File: config.mk
export PLATFORM = sky130hd
export DESIGN_NAME = rx_stream_to_regs
export DESIGN_NICKNAME = d
export VERILOG_FILES = /design/src/rtl/rxq_pkg.sv /design/src/rtl/rx_datapath.sv /design/src/rtl/rx_ctrl.sv /design/src/rtl/rx_stream_to_regs.sv
export SDC_FILE = /design/constraint.sdc
export NUM_CORES = 1
export LEC_CHECK = 0
export ABC_AREA = 0
export BUFFER_PORTS_ARGS = -buffer_cell sky130_fd_sc_hd__buf_2
export CAP_MARGIN = 40
export CORE_ASPECT_RATIO = 0.9
export CORE_MARGIN = 1.5
export CORE_UTILIZATION = 51
export CTS_BUF_LIST = sky130_fd_sc_hd__clkbuf_8
export CTS_CLUSTER_DIAMETER = 150
export CTS_CLUSTER_SIZE = 20
export DETAILED_ROUTE_END_ITERATION = 8
export HOLD_SLACK_MARGIN = 0.15
export PLACE_DENSITY = 0.64
export REMOVE_ABC_BUFFERS = 1
export SLEW_MARGIN = 20
export SYNTH_ARGS = -nofsm -noshare
export SYNTH_HDL_FRONTEND = slang
export SYNTH_SLANG_ARGS = --single-unit
File: constraint.sdc
create_clock -name clk -period 11.11 [get_ports clk]
set_input_delay 0.5555 -clock clk [delete_from_list [all_inputs] [get_ports clk]]
set_output_delay 0.5555 -clock clk [all_outputs]
set_load 0.01 [all_outputs]
File: src/rtl/rxq_pkg.sv
package rxq_pkg;
  localparam logic [5:0]  OFS_RXRST = 6'h18;
  localparam logic [5:0]  OFS_OCC   = 6'h1C;
  localparam logic [5:0]  OFS_DATA  = 6'h20;
  localparam logic [5:0]  OFS_LEN   = 6'h24;
  localparam logic [5:0]  OFS_CORE  = 6'h28;
  localparam logic [31:0] RESET_KEY = 32'h0000_00A5;

  // strobes from control to datapath
  typedef struct packed {
    logic        popData;  // remove one word at the read pointer
    logic        popLen;   // remove the head length entry
    logic        clear;    // empty all storage
    logic [15:0] dropCnt;  // words to skip at once (under-read discard)
  } rxStrobeT;
endpackage

File: src/rtl/rx_datapath.sv
module rx_datapath
  import rxq_pkg::*;
#(
  parameter int DEPTH    = 16,
  parameter int LQ_DEPTH = 4
) (
  input  logic                       clk,
  input  logic                       rstN,
  input  rxStrobeT                   stb,
  input  logic [31:0]                sData,
  input  logic                       sValid,
  input  logic                       sLast,
  output logic                       sReady,
  output logic [31:0]                rdWord,
  output logic [$clog2(DEPTH)+2:0]   lenHead,
  output logic                       lenAvail,
  output logic [$clog2(DEPTH):0]     dataCount,
  output logic [$clog2(DEPTH):0]     committed,
  output logic                       pktDone
);
  localparam int AW  = $clog2(DEPTH);
  localparam int CW  = AW + 1;
  localparam int BW  = CW + 2;
  localparam int LAW = $clog2(LQ_DEPTH);
  localparam int LCW = LAW + 1;

  logic [31:0]    mem [DEPTH];
  logic [BW-1:0]  lq  [LQ_DEPTH];
  logic [AW-1:0]  wrPtr, rdPtr;
  logic [LAW-1:0] lqWr, lqRd;
  logic [LCW-1:0] lqCount;
  logic [CW-1:0]  inWords, pktWords, dropCw, popCw;
  logic           beat, lastBeat;

  assign sReady   = (dataCount != CW'(DEPTH)) && (lqCount != LCW'(LQ_DEPTH));
  assign beat     = sValid && sReady;
  assign lastBeat = beat && sLast;
  assign pktWords = inWords + 1'b1;
  assign dropCw   = CW'(stb.dropCnt);
  assign popCw    = CW'(stb.popData);
  assign rdWord   = mem[rdPtr];
  assign lenHead  = lq[lqRd];
  assign lenAvail = lqCount != '0;

  always_ff @(posedge clk) begin
    if (beat) mem[wrPtr] <= sData;
    if (lastBeat) lq[lqWr] <= {pktWords, 2'b00};
  end

  always_ff @(posedge clk) begin
    if (!rstN || stb.clear) begin
      wrPtr     <= '0;
      rdPtr     <= '0;
      lqWr      <= '0;
      lqRd      <= '0;
      lqCount   <= '0;
      inWords   <= '0;
      dataCount <= '0;
      committed <= '0;
      pktDone   <= 1'b0;
    end else begin
      if (beat) begin
        wrPtr   <= wrPtr + 1'b1;
        inWords <= sLast ? '0 : pktWords;
      end
      if (lastBeat)   lqWr <= lqWr + 1'b1;
      if (stb.popLen) lqRd <= lqRd + 1'b1;
      lqCount   <= lqCount + LCW'(lastBeat) - LCW'(stb.popLen);
      rdPtr     <= rdPtr + AW'(stb.popData) + AW'(stb.dropCnt);
      dataCount <= dataCount + CW'(beat) - popCw - dropCw;
      committed <= committed + (lastBeat ? pktWords : '0) - popCw - dropCw;
      pktDone   <= lastBeat;
    end
  end

  AST_NO_OVERFLOW: assert property (@(posedge clk) disable iff (!rstN)
    dataCount <= CW'(DEPTH) && lqCount <= LCW'(LQ_DEPTH));
  AST_POP_HAS_DATA: assert property (@(posedge clk) disable iff (!rstN)
    stb.popData |-> dataCount != '0);
  AST_LEN_POP_NONEMPTY: assert property (@(posedge clk) disable iff (!rstN)
    stb.popLen |-> lqCount != '0);
  AST_CLEAR_EMPTIES: assert property (@(posedge clk) disable iff (!rstN)
    stb.clear |=> dataCount == '0 && lqCount == '0 && committed == '0);
  AST_OCC_WITH_PKT: assert property (@(posedge clk) disable iff (!rstN)
    lqCount != '0 |-> committed != '0);
endmodule

File: src/rtl/rx_ctrl.sv
module rx_ctrl
  import rxq_pkg::*;
#(
  parameter int DEPTH = 16
) (
  input  logic                       clk,
  input  logic                       rstN,
  input  logic                       regWe,
  input  logic                       regRe,
  input  logic [5:0]                 regAddr,
  input  logic [31:0]                regWdata,
  input  logic [31:0]                rdWord,
  input  logic [$clog2(DEPTH)+2:0]   lenHead,
  input  logic                       lenAvail,
  input  logic [$clog2(DEPTH):0]     dataCount,
  input  logic [$clog2(DEPTH):0]     committed,
  output rxStrobeT                   stb,
  output logic [31:0]                regRdata,
  output logic                       evtUnderrun,
  output logic                       evtOverRead,
  output logic                       evtUnderRead,
  output logic                       evtResetDone
);
  localparam int CW = $clog2(DEPTH) + 1;

  logic [CW-1:0] curRemain;
  logic          isData, isLen, wrRx, wrCore;
  logic [31:0]   nextRd;

  assign isData = regRe && regAddr == OFS_DATA;
  assign isLen  = regRe && regAddr == OFS_LEN;
  assign wrRx   = regWe && regAddr == OFS_RXRST && regWdata == RESET_KEY;
  assign wrCore = regWe && regAddr == OFS_CORE  && regWdata == RESET_KEY;

  always_comb begin
    stb         = '0;
    stb.clear   = wrRx || wrCore;
    stb.popData = isData && curRemain != '0 && !stb.clear;
    if (isLen && lenAvail && !stb.clear) begin
      stb.popLen  = 1'b1;
      stb.dropCnt = 16'(curRemain);
    end
  end

  always_comb begin
    unique case (regAddr)
      OFS_OCC:  nextRd = 32'(committed);
      OFS_DATA: nextRd = (curRemain != '0) ? rdWord : '0;
      OFS_LEN:  nextRd = lenAvail ? 32'(lenHead) : '0;
      default:  nextRd = '0;
    endcase
  end

  always_ff @(posedge clk) begin
    if (!rstN) begin
      curRemain    <= '0;
      regRdata     <= '0;
      evtUnderrun  <= 1'b0;
      evtOverRead  <= 1'b0;
      evtUnderRead <= 1'b0;
      evtResetDone <= 1'b0;
    end else begin
      if (regRe) regRdata <= nextRd;
      if (stb.clear)        curRemain <= '0;
      else if (stb.popLen)  curRemain <= CW'(lenHead >> 2);
      else if (stb.popData) curRemain <= curRemain - 1'b1;
      evtUnderRead <= stb.popLen && curRemain != '0;
      evtOverRead  <= isData && curRemain == '0 && dataCount != '0;
      evtUnderrun  <= isData && curRemain == '0 && dataCount == '0;
      evtResetDone <= wrRx;
    end
  end

  AST_ONE_ERROR: assert property (@(posedge clk) disable iff (!rstN)
    $onehot0({evtUnderrun, evtOverRead, evtUnderRead}));
  AST_REMAIN_BACKED: assert property (@(posedge clk) disable iff (!rstN)
    curRemain <= committed);
endmodule

File: src/rtl/rx_stream_to_regs.sv
module rx_stream_to_regs
  import rxq_pkg::*;
#(
  parameter int DATA_DEPTH = 16,
  parameter int LEN_DEPTH  = 4
) (
  input  logic        clk,
  input  logic        rstN,
  input  logic [31:0] sTdata,
  input  logic        sTvalid,
  output logic        sTready,
  input  logic        sTlast,
  input  logic        regWe,
  input  logic        regRe,
  input  logic [5:0]  regAddr,
  input  logic [31:0] regWdata,
  output logic [31:0] regRdata,
  output logic        evtRecvDone,
  output logic        evtUnderrun,
  output logic        evtUnderRead,
  output logic        evtOverRead,
  output logic        evtResetDone
);
  localparam int CW = $clog2(DATA_DEPTH) + 1;

  rxStrobeT        stb;
  logic [31:0]     rdWord;
  logic [CW+1:0]   lenHead;
  logic            lenAvail;
  logic [CW-1:0]   dataCount, committed;

  rx_datapath #(.DEPTH(DATA_DEPTH), .LQ_DEPTH(LEN_DEPTH)) uDp (
    .clk(clk), .rstN(rstN), .stb(stb),
    .sData(sTdata), .sValid(sTvalid), .sLast(sTlast), .sReady(sTready),
    .rdWord(rdWord), .lenHead(lenHead), .lenAvail(lenAvail),
    .dataCount(dataCount), .committed(committed), .pktDone(evtRecvDone)
  );

  rx_ctrl #(.DEPTH(DATA_DEPTH)) uCtl (
    .clk(clk), .rstN(rstN), .regWe(regWe), .regRe(regRe),
    .regAddr(regAddr), .regWdata(regWdata),
    .rdWord(rdWord), .lenHead(lenHead), .lenAvail(lenAvail),
    .dataCount(dataCount), .committed(committed), .stb(stb),
    .regRdata(regRdata), .evtUnderrun(evtUnderrun), .evtOverRead(evtOverRead),
    .evtUnderRead(evtUnderRead), .evtResetDone(evtResetDone)
  );
endmodule

After elaboration in Yosys (flattened, before gate mapping)
Memory sizes are Yosys's and may differ from the RTL's. A register that Yosys moved wholly into a read port is not among the register bits.
Cells that the tools add are included.
- bits in registers: 72
- bits in writable memories: 532
- logic and storage cells: 85
- memories kept: 2
- output and inout bits: 38
- input bits: 76
- memories (name ; depth ; bits a word ; rd ports ; clocked after Yosys merged registers in ; wr ports ; RTL line ; text):
    uDp.mem ; 16 ; 32 ; 1 ; 1 ; 1 ; rx_datapath.sv:27 ; logic [31:0] mem [DEPTH];
    uDp.lq ; 4 ; 5 ; 1 ; 1 ; 1 ; rx_datapath.sv:28 ; logic [BW-1:0] lq [LQ_DEPTH];
- equality and inequality tests: 8
- reduce and logical (&&, ||, !) cells: 28
- $add $sub $neg: 15
- bitwise operators: 1
- muxes and demuxes: 16
- operators by type and width (kind ; count):
    $pmux W32 S3 ; 1
    $eq A32 B8 Y1 const B ; 1
    $mux W32 ; 1
    $mux W5 ; 5
    $eq A6 B6 Y1 const B ; 3
    $logic_and A1 B1 Y1 ; 17
    $eq A6 B5 Y1 const B ; 2
    $logic_not A5 Y1 ; 2
    $reduce_bool A5 Y1 ; 2
    $sub A5 B1 Y5 ; 2
    $sub A5 B5 Y5 ; 2
    $mux W7 ; 1
    $add A5 B1 Y5 ; 1
    $add A5 B1 Y5 const B ; 1
    $add A5 B5 Y5 ; 1
    $mux W1 ; 5
    $ne A5 B5 Y1 const B ; 1
    $sub A5 B1 Y5 const B ; 1
    $add A2 B1 Y2 const B ; 2
    $add A4 B1 Y4 ; 1
    $add A4 B1 Y4 const B ; 1
    $add A4 B4 Y4 ; 1
    $mux W2 ; 2
    $mux W4 ; 1
    other kinds (9) ; 11

Depth between registers and ports, before layout
Gate-level depths: netlist of run 1.
- depth after elaboration: 9
- gate-level depth with buffers: 18
- depth with buffers taken out: 16

By module
Synthesis of run 1 repeated with hierarchy kept, for this count alone.
- cell total of the unflattened synthesis: 1295
- area, all modules: 24101.9 sq um
- by module, submodules not included (module ; area an instance (sq um) ; sequential area each (sq um) ; cells an instance ; instances):
    rx_datapath ; 21937.3 ; 16636.0 ; 1053 ; 1
    rx_ctrl ; 2164.6 ; 820.8 ; 242 ; 1

Least setup slack after synthesis of run 1
No wires, ideal clock.
- kind: input to register
- start: in regAddr[4]
- end: reg uDp.committed[4]
- arrival: 4.713 ns
- cell stages on the path: 15
- setup time: 0.123 ns
- path buffers: 1
- data required time: 10.987 ns
- setup slack: 6.274 ns
- cells stage by stage: or4b_4 > nor3b_4 > o311ai_4 > inv_2 > buf_2 > nand2_1 > fa_1 > inv_1 > fa_1 > or2_2 > fa_1 > o21ai_0 > a21oi_1 > xnor3_1 > mux2_1
- cells in the longest elaborated chain, start to end: 8
- elaborated cells on any way between the ends: 20
- those cells by class: 2 x add/sub; 4 x eq/ne; 1 x mux; 13 x reduce/logical
- ends and longest elaborated chain (item ; RTL line ; text):
    from (decl) ; rx_stream_to_regs.sv:15 ; input logic [5:0] regAddr,
    $eq A6 B5 Y1 or $eq A6 B6 Y1 (tied branches) ; rx_ctrl.sv:32, rx_ctrl.sv:33 ;
    $logic_and A1 B1 Y1 (on tied branches) (2 in a row) ; rx_ctrl.sv:32, rx_ctrl.sv:33 ;
    $logic_or A1 B1 Y1 ; rx_ctrl.sv:37 ; stb.clear = wrRx || wrCore;
    $logic_not A1 Y1 ; rx_ctrl.sv:38, rx_ctrl.sv:39 ;
    $logic_and A1 B1 Y1 (on tied branches) ; rx_ctrl.sv:38, rx_ctrl.sv:39 ;
    $sub A5 B1 Y5 or $mux W5 (tied branches) ; rx_datapath.sv:71, rx_ctrl.sv:39 ;
    $sub A5 B5 Y5 ; rx_datapath.sv:71 ; committed <= committed + (lastBeat ? pktWords : '0) - popCw - dropCw;
    to (signal assigned) ; rx_datapath.sv:71 ;
    to (decl) ; rx_datapath.sv:18 ; output logic [$clog2(DEPTH):0] committed,
Parallel ways exist; a longest one is shown, timed or not.
A chain may end at the register's enable or synchronous reset.

Worst setup path in the final report of run 1
- start: reg uDp.dataCount[1]
- end: reg uDp.committed[4]
- cells in the longest elaborated chain, start to end: 8
- ends and longest elaborated chain (item ; RTL line ; text):
    from (decl) ; rx_datapath.sv:17 ; output logic [$clog2(DEPTH):0] dataCount,
    from (signal assigned) ; rx_datapath.sv:70 ; dataCount <= dataCount + CW'(beat) - popCw - dropCw;
    $ne A5 B5 Y1 ; rx_datapath.sv:35 ; assign sReady = (dataCount != CW'(DEPTH)) && (lqCount != LCW'(LQ_DEPTH));
    $logic_and A1 B1 Y1 ; rx_datapath.sv:35 ;
    $logic_and A1 B1 Y1 ; rx_datapath.sv:36 ; assign beat = sValid && sReady;
    $logic_and A1 B1 Y1 ; rx_datapath.sv:37 ; assign lastBeat = beat && sLast;
    $mux W5 ; rx_datapath.sv:71 ;
    $add A5 B5 Y5 ; rx_datapath.sv:71 ;
    $sub A5 B1 Y5 ; rx_datapath.sv:71 ;
    $sub A5 B5 Y5 ; rx_datapath.sv:71 ;
Every way passes these cells.

==> impl_metrics.yaml, run 1 <==
clocking:
  cts_resized: 0
  clk_latency_ns: 0.63
  holdBufCountCts: 0
  clkSinkCount: 606
  cts_buffers: 36
  root_buffer: "clkbuf_8"
  htreeDepth: 2
  cts_max_path_buffers: 3
  cts_tree: "yes"
  post_cts_buffers: 0
  clk_pin_slew_ns: 0.13
timing:
  worst_pin_slew_ns: 0.8277
  period_share_pct: 48.87
  grt_setup_unrepaired: "false"
  drv_slew: 0
  fin_ws_ns: 5.681
  setup_viol: 0
  timing.slew.headroom_pct: 44.58
  fin_crit_ns: 5.429
  skew_ns: 0.02452
  fmax_mhz: 184.2
  final-hold-violation-count: 0
  setup_tns_ns: 0
drt:
  via_count: 11330
  first_iter_violations: 958
  routedWlPerCell_um: 26.31
  top_layer_used: "met5"
  wl_met2_um: 24370
  wl_um: 50260
  met1_length_um: 21830
  routed_via_density: 5.932
  antenna_left: 0
  wl_met3_um: 3160
  route.detailed.drc: 0
  dr.pass1.iters: 5
layout:
  n_fill_cell: 3423
  seq_area_mm2: 0.01747
  multi_input_area_mm2: 0.005971
  final_common_cell: "edfxtp_1"
  final_cell_mix: "edfxtp_1, mux4_2, buf_2, dfxtp_1, inv_1"
  drive_gt1_share_pct: 29.36
  fin_nets: 1392
  syn_to_final_growth_pct: 9.383
logic_synthesis:
  avgSynthCellArea_um2: 20.58
  ys_warn_count: 0
  synth_cells: 1152
  ys_types: 56
  synth_ff_type: "edfxtp_1"
  synth_area_mm2: 0.02371
  yosysSeqAreaShare_pct: 73.63
  ys_ff_latch: 606
  ys_async_sr_fraction_pct: 0
  synth_edf_count: 532
placement:
  post-dp-hpwl_um: 28160
  globalplace.congestion: 0.8084
  io_buffers: 113
  dp_slack_ns: 5.659
setup_path:
  crit_arrival_ns: 5.95
  cp_max_fo: 16
  cp.required_ns: 11.63
  crit_type: "reg2reg"
  start_kind: "flip-flop"
  crit_path_end_kind: "flip-flop"
global_routing:
  first_global_vias: 11770
  grt_pass1_wl_um: 74880
  grt_overflow_total: 0
  grt_max_degree: 49
  track_usage_pct: 21.46
  antenna_found_initial: 4
pwr:
  ir_drop_mv: 0.1005
  power.leakage_nw: 8.274
  pwr_density_cell_mw_per_mm2: 145.6
run_status:
  status: "finished clean"
floorplan:
  initial_utilization_pct: 51.94
  die_width_um: 230.3
  die_area_mm2: 0.04779
  die_h_um: 207.6
  io_pins: 114
  rows: 74
  coreArea_mm2: 0.04565
flow_run:
  drv_cap: 0
hold_path:
  hp-class: "in2reg"
sequential cells by signal, summed over array words and instances, names as in the netlist, named ones only:
name               cells
uDp.committed          5
uCtl.evtUnderrun       1
uDp.wrPtr              4
uDp.lqWr               2
uCtl.evtResetDone      1
uCtl.evtOverRead       1
uDp.mem              512
uDp.inWords            5
uCtl.regRdata         32
uDp.lqRd               2
uDp.dataCount          5
uCtl.evtUnderRead      1
uDp.pktDone            1
uDp.lq                20
uCtl.curRemain         5
uDp.lqCount            3
uDp.rdPtr              4
cell families after synthesis:
| family | share of synthesized area [%] |
|---|---|
| flops | 73.63 |
| mux | 15.72 |
| simple gates | 2.971 |
| buf+inv | 1.726 |
| compound gates | 2.475 |
| fa+ha+maj | 2.406 |
| xor+xnor | 1.076 |
worst paths after layout:
path         slack [ns]                        endpoint                      startpoint  cells after the start
min                0.22    uCtl.evtResetDone$_SDFF_PN0_                      regAddr[5]                      4
max reg2reg        5.68     uDp.committed[4]$_SDFF_PP0_     uDp.dataCount[1]$_SDFF_PP0_                     14
max                5.68     uDp.committed[4]$_SDFF_PP0_     uDp.dataCount[1]$_SDFF_PP0_                     14
min reg2reg        0.48  uCtl.regRdata[21]$_SDFFE_PN0P_  uCtl.regRdata[21]$_SDFFE_PN0P_                      1
routing by layer:
metal	vias up	global-route usage, %
met3	74	3.681
met5	-	0
met1	5986	31.05
met2	341	34.68
li1	4925	-
met4	4	4.688
final cells by class:
class                   instances  area share [%]
clock inverters                26          0.4583
clock buffers                  36           1.910
repair buffers                146           3.638
inverters                      47          0.6802
well taps                     608           2.933
multi-input cells             440           23.02
flip-flops and latches        606           67.35
diodes                          1        0.009649
critical path, cell delays in order (launching register included):
cell and delay (ns):
dfxtp_1 0.34, or4_1 0.54, o211ai_1 0.68, inv_1 0.51, nand2_1 0.30, nor2_1 0.10, fa_1 0.58, inv_1 0.06
fa_1 0.48, or2_2 0.33, fa_1 0.46, o21ai_0 0.17, a21oi_1 0.10, xnor3_1 0.34, mux2_1 0.31
power by group:
part | switching (mW) | internal [mW]
logic | 0.143 | 0.0890
registers | 0.0209 | 2.54
clock network | 0.673 | 0.313
total | 0.837 | 2.94
per-stage QoR:
stage	total power [mW]	utilization (%)	instances	area (um2)	hold slack, ns
final	3.776	56.82	1910	25930	0.2164
after global routing	3.907	56.82	1910	25930	0.1989
after CTS	3.812	56.62	1905	25840	0.1843
after detailed placement	2.845	55.27	1843	25230	0.4506
after global placement	2.835	55.05	1839	25130	0.4502
after floorplan	2.733	-	1093	23480	0.4492
cell usage after synthesis, types with 4 or more instances:
cell type	number	share of area (%)
edfxtp_1	532	67
mux4_2	165	16
dfxtp_1	74	6.2
inv_1	46	0.73
nor2_1	46	0.73
clkbuf_1	39	0.62
ha_1	28	1.5
nand2_1	27	0.43
a32o_1	25	1.1
a21oi_1	15	0.32
xnor2_1	14	0.52
buf_1	11	0.17
fa_1	11	0.93
nor3_1	10	0.21
xor2_1	10	0.37
buf_2	9	0.19
nor4_1	8	0.21
nand3_1	6	0.13
nand4_1	6	0.16
nor2b_1	6	0.16
and3_1	5	0.13
a22oi_1	4	0.13
o21ai_0	4	0.084
No activity file was read; power rests on OpenSTA's default activity.
==> run 2: changes to the inputs <==
==> constraint.sdc (replaced) <==
create_clock -name clk -period 5.2 [get_ports clk]
set_input_delay 0.26 -clock clk [delete_from_list [all_inputs] [get_ports clk]]
set_output_delay 0.26 -clock clk [all_outputs]
set_load 0.01 [all_outputs]
==> run 2 against run 1 <==
Net effect:
- power grew 110%
- clock-buffer cell count is the same
- sequential power grew 110%
- cell count grew 2.7%
- die area is the same
- critical path type unchanged
==> impl_metrics.yaml, run 2 (synthesized netlist as in run 1, its figures left out) <==
timing:
  period_share_pct: 88.69
  setup_viol: 0
  worst_pin_slew_ns: 0.7885
  skew_ns: 0.03617
  fin_ws_ns: 0.5881
  final-hold-violation-count: 0
  drv_slew: 0
  grt_setup_unrepaired: "false"
  timing.slew.headroom_pct: 47.31
  fin_crit_ns: 4.612
  fmax_mhz: 216.8
pwr:
  power_frac_comb_pct: 6.6
  switching_share_pct: 22.28
  total_power_mw: 8.111
  clkPwrFrac_pct: 26.1
  power.leakage_nw: 8.490
  pwr_density_cell_mw_per_mm2: 306.9
  seq_power_share_pct: 67.4
  p_int_mw: 6.304
  p_switching_mw: 1.807
  ir_drop_mv: 0.2800
drt:
  route.detailed.drc: 0
  antenna_left: 0
  via_count: 11610
  first_iter_violations: 1103
  routed_via_density: 5.915
  dr.pass1.iters: 5
  routedWlPerCell_um: 26.03
  wl_um: 51070
clocking:
  holdBufCountCts: 48
  cts_buffers: 36
  clk_pin_slew_ns: 0.13
  cts_tree: "yes"
  root_buffer: "clkbuf_8"
  post_cts_buffers: 0
  cts_resized: 0
  cts_max_path_buffers: 3
  clkSinkCount: 606
  htreeDepth: 2
  clk_latency_ns: 0.66
layout:
  regMostFlops: "uDp.mem"
  largest_reg_flops: 512
  multi_input_area_mm2: 0.005971
  top_regs: "uDp.mem (512), uCtl.regRdata (32), uDp.lq (20)"
  fin_nets: 1444
  seq_area_mm2: 0.01747
  drive_gt1_share_pct: 28.51
  final_cell_mix: "edfxtp_1, mux4_2, buf_2, inv_1, dfxtp_1"
  antennaDiodeCount: 0
  final_common_cell: "edfxtp_1"
  syn_to_final_growth_pct: 11.48
  n_fill_cell: 3335
global_routing:
  first_global_vias: 11790
  grt_max_degree: 89
  grt_overflow_total: 0
  antenna_found_initial: 0
  track_usage_pct: 21.82
  grt_pass1_wl_um: 76170
setup_path:
  cp_max_fo: 7
  cp_slowest_cell: "nor4b_1"
  crit_buf_inv: 3
  critPathMaxStageDelay_ns: 0.48
  path_cells: "inv_1 > ha_1 > nor4b_1 > nor2_1 > and2_2 > inv_1 > fa_1 > inv_1 > fa_1 > or2_2 > fa_1 > o21ai_0 > a21oi_1 > xnor3_1 > mux2_1"
  crit_type: "reg2reg"
  start_kind: "flip-flop"
  crit_path_end_kind: "flip-flop"
  critical_path.top_delay_family: "adder cells"
  cp.required_ns: 5.74
  crit_arrival_ns: 5.15
placement:
  globalplace.congestion: 0.8164
  post-dp-hpwl_um: 28900
  dp_slack_ns: 0.4604
  io_buffers: 113
floorplan:
  rows: 74
  io_pins: 114
  die_area_mm2: 0.04779
  die_h_um: 207.6
  coreArea_mm2: 0.04565
  initial_utilization_pct: 51.94
  die_width_um: 230.3
run_status:
  status: "finished clean"
hold_path:
  hp-class: "in2reg"
flow_run:
  drv_cap: 0
==> run 2: cell types whose count changed in the layout (fill, tap and decap cells not counted), sizes merged <==
cell and change:
buf +4, diode -1, dlygate4sd3 +48, inv +1
==> run 2: area by class of cell <==
cell class | count | area share (%)
inverter | 47 | 0.6675
clock inverter | 27 | 0.4639
clock buffer | 36 | 1.875
multi-input combinational | 440 | 22.59
sequential | 606 | 66.08
timing repair buffer | 198 | 5.444
tap | 608 | 2.878
==> run 2: final timing paths <==
kind	start	end	slack, ns	cells after the start
setup / recovery	uCtl.curRemain[0]$_SDFFE_PP0P_	uDp.committed[4]$_SDFF_PP0_	0.59	15
hold / removal	regAddr[1]	uCtl.curRemain[4]$_SDFFE_PP0P_	0.18	5
setup reg to reg	uCtl.curRemain[0]$_SDFFE_PP0P_	uDp.committed[4]$_SDFF_PP0_	0.59	15
hold reg to reg	uCtl.regRdata[18]$_SDFFE_PN0P_	uCtl.regRdata[18]$_SDFFE_PN0P_	0.48	1
==> run 2: routing by layer <==
layer / up-vias / wire [um] / track usage [%]
li1: 5034 / - / -
met1: 6154 / 22450 / 32.00
met3: 69 / 2752 / 2.953
met2: 349 / 24850 / 34.94
met4: 0 / 1022 / 5.792
met5: - / 0 / 0
==> run 2: per-stage QoR <==
step	TNS, ns	hold WS (ns)	area, um2	cells	utilization [%]
final	0	0.1820	26430	1962	57.91
after detailed placement	0	0.4507	25330	1851	55.50
after floorplan	-57.12	0.3589	23480	1093	-
after CTS	0	0.1534	26430	1962	57.91
after global routing	0	0.2054	26430	1962	57.91
after global placement	0	0.4426	25220	1846	55.25
==> run 2: power groups by stage <==
stage | Sequential, mW | Combinational, mW | Clock (mW)
2_1_floorplan | 5.57 | 0.268 | 0
3_3_place_gp | 5.57 | 0.502 | 0
3_5_place_dp | 5.58 | 0.511 | 0
4_1_cts | 5.46 | 0.539 | 2.18
5_1_grt | 5.48 | 0.582 | 2.34
6_report | 5.46 | 0.531 | 2.12
==> run 2: tightest hold or removal path, stage by stage <==
cell	delay (ns)
buf_2	0.09
or4b_4	0.14
nor3b_4	0.06
o311ai_4	0.13
a211oi_1	0.09
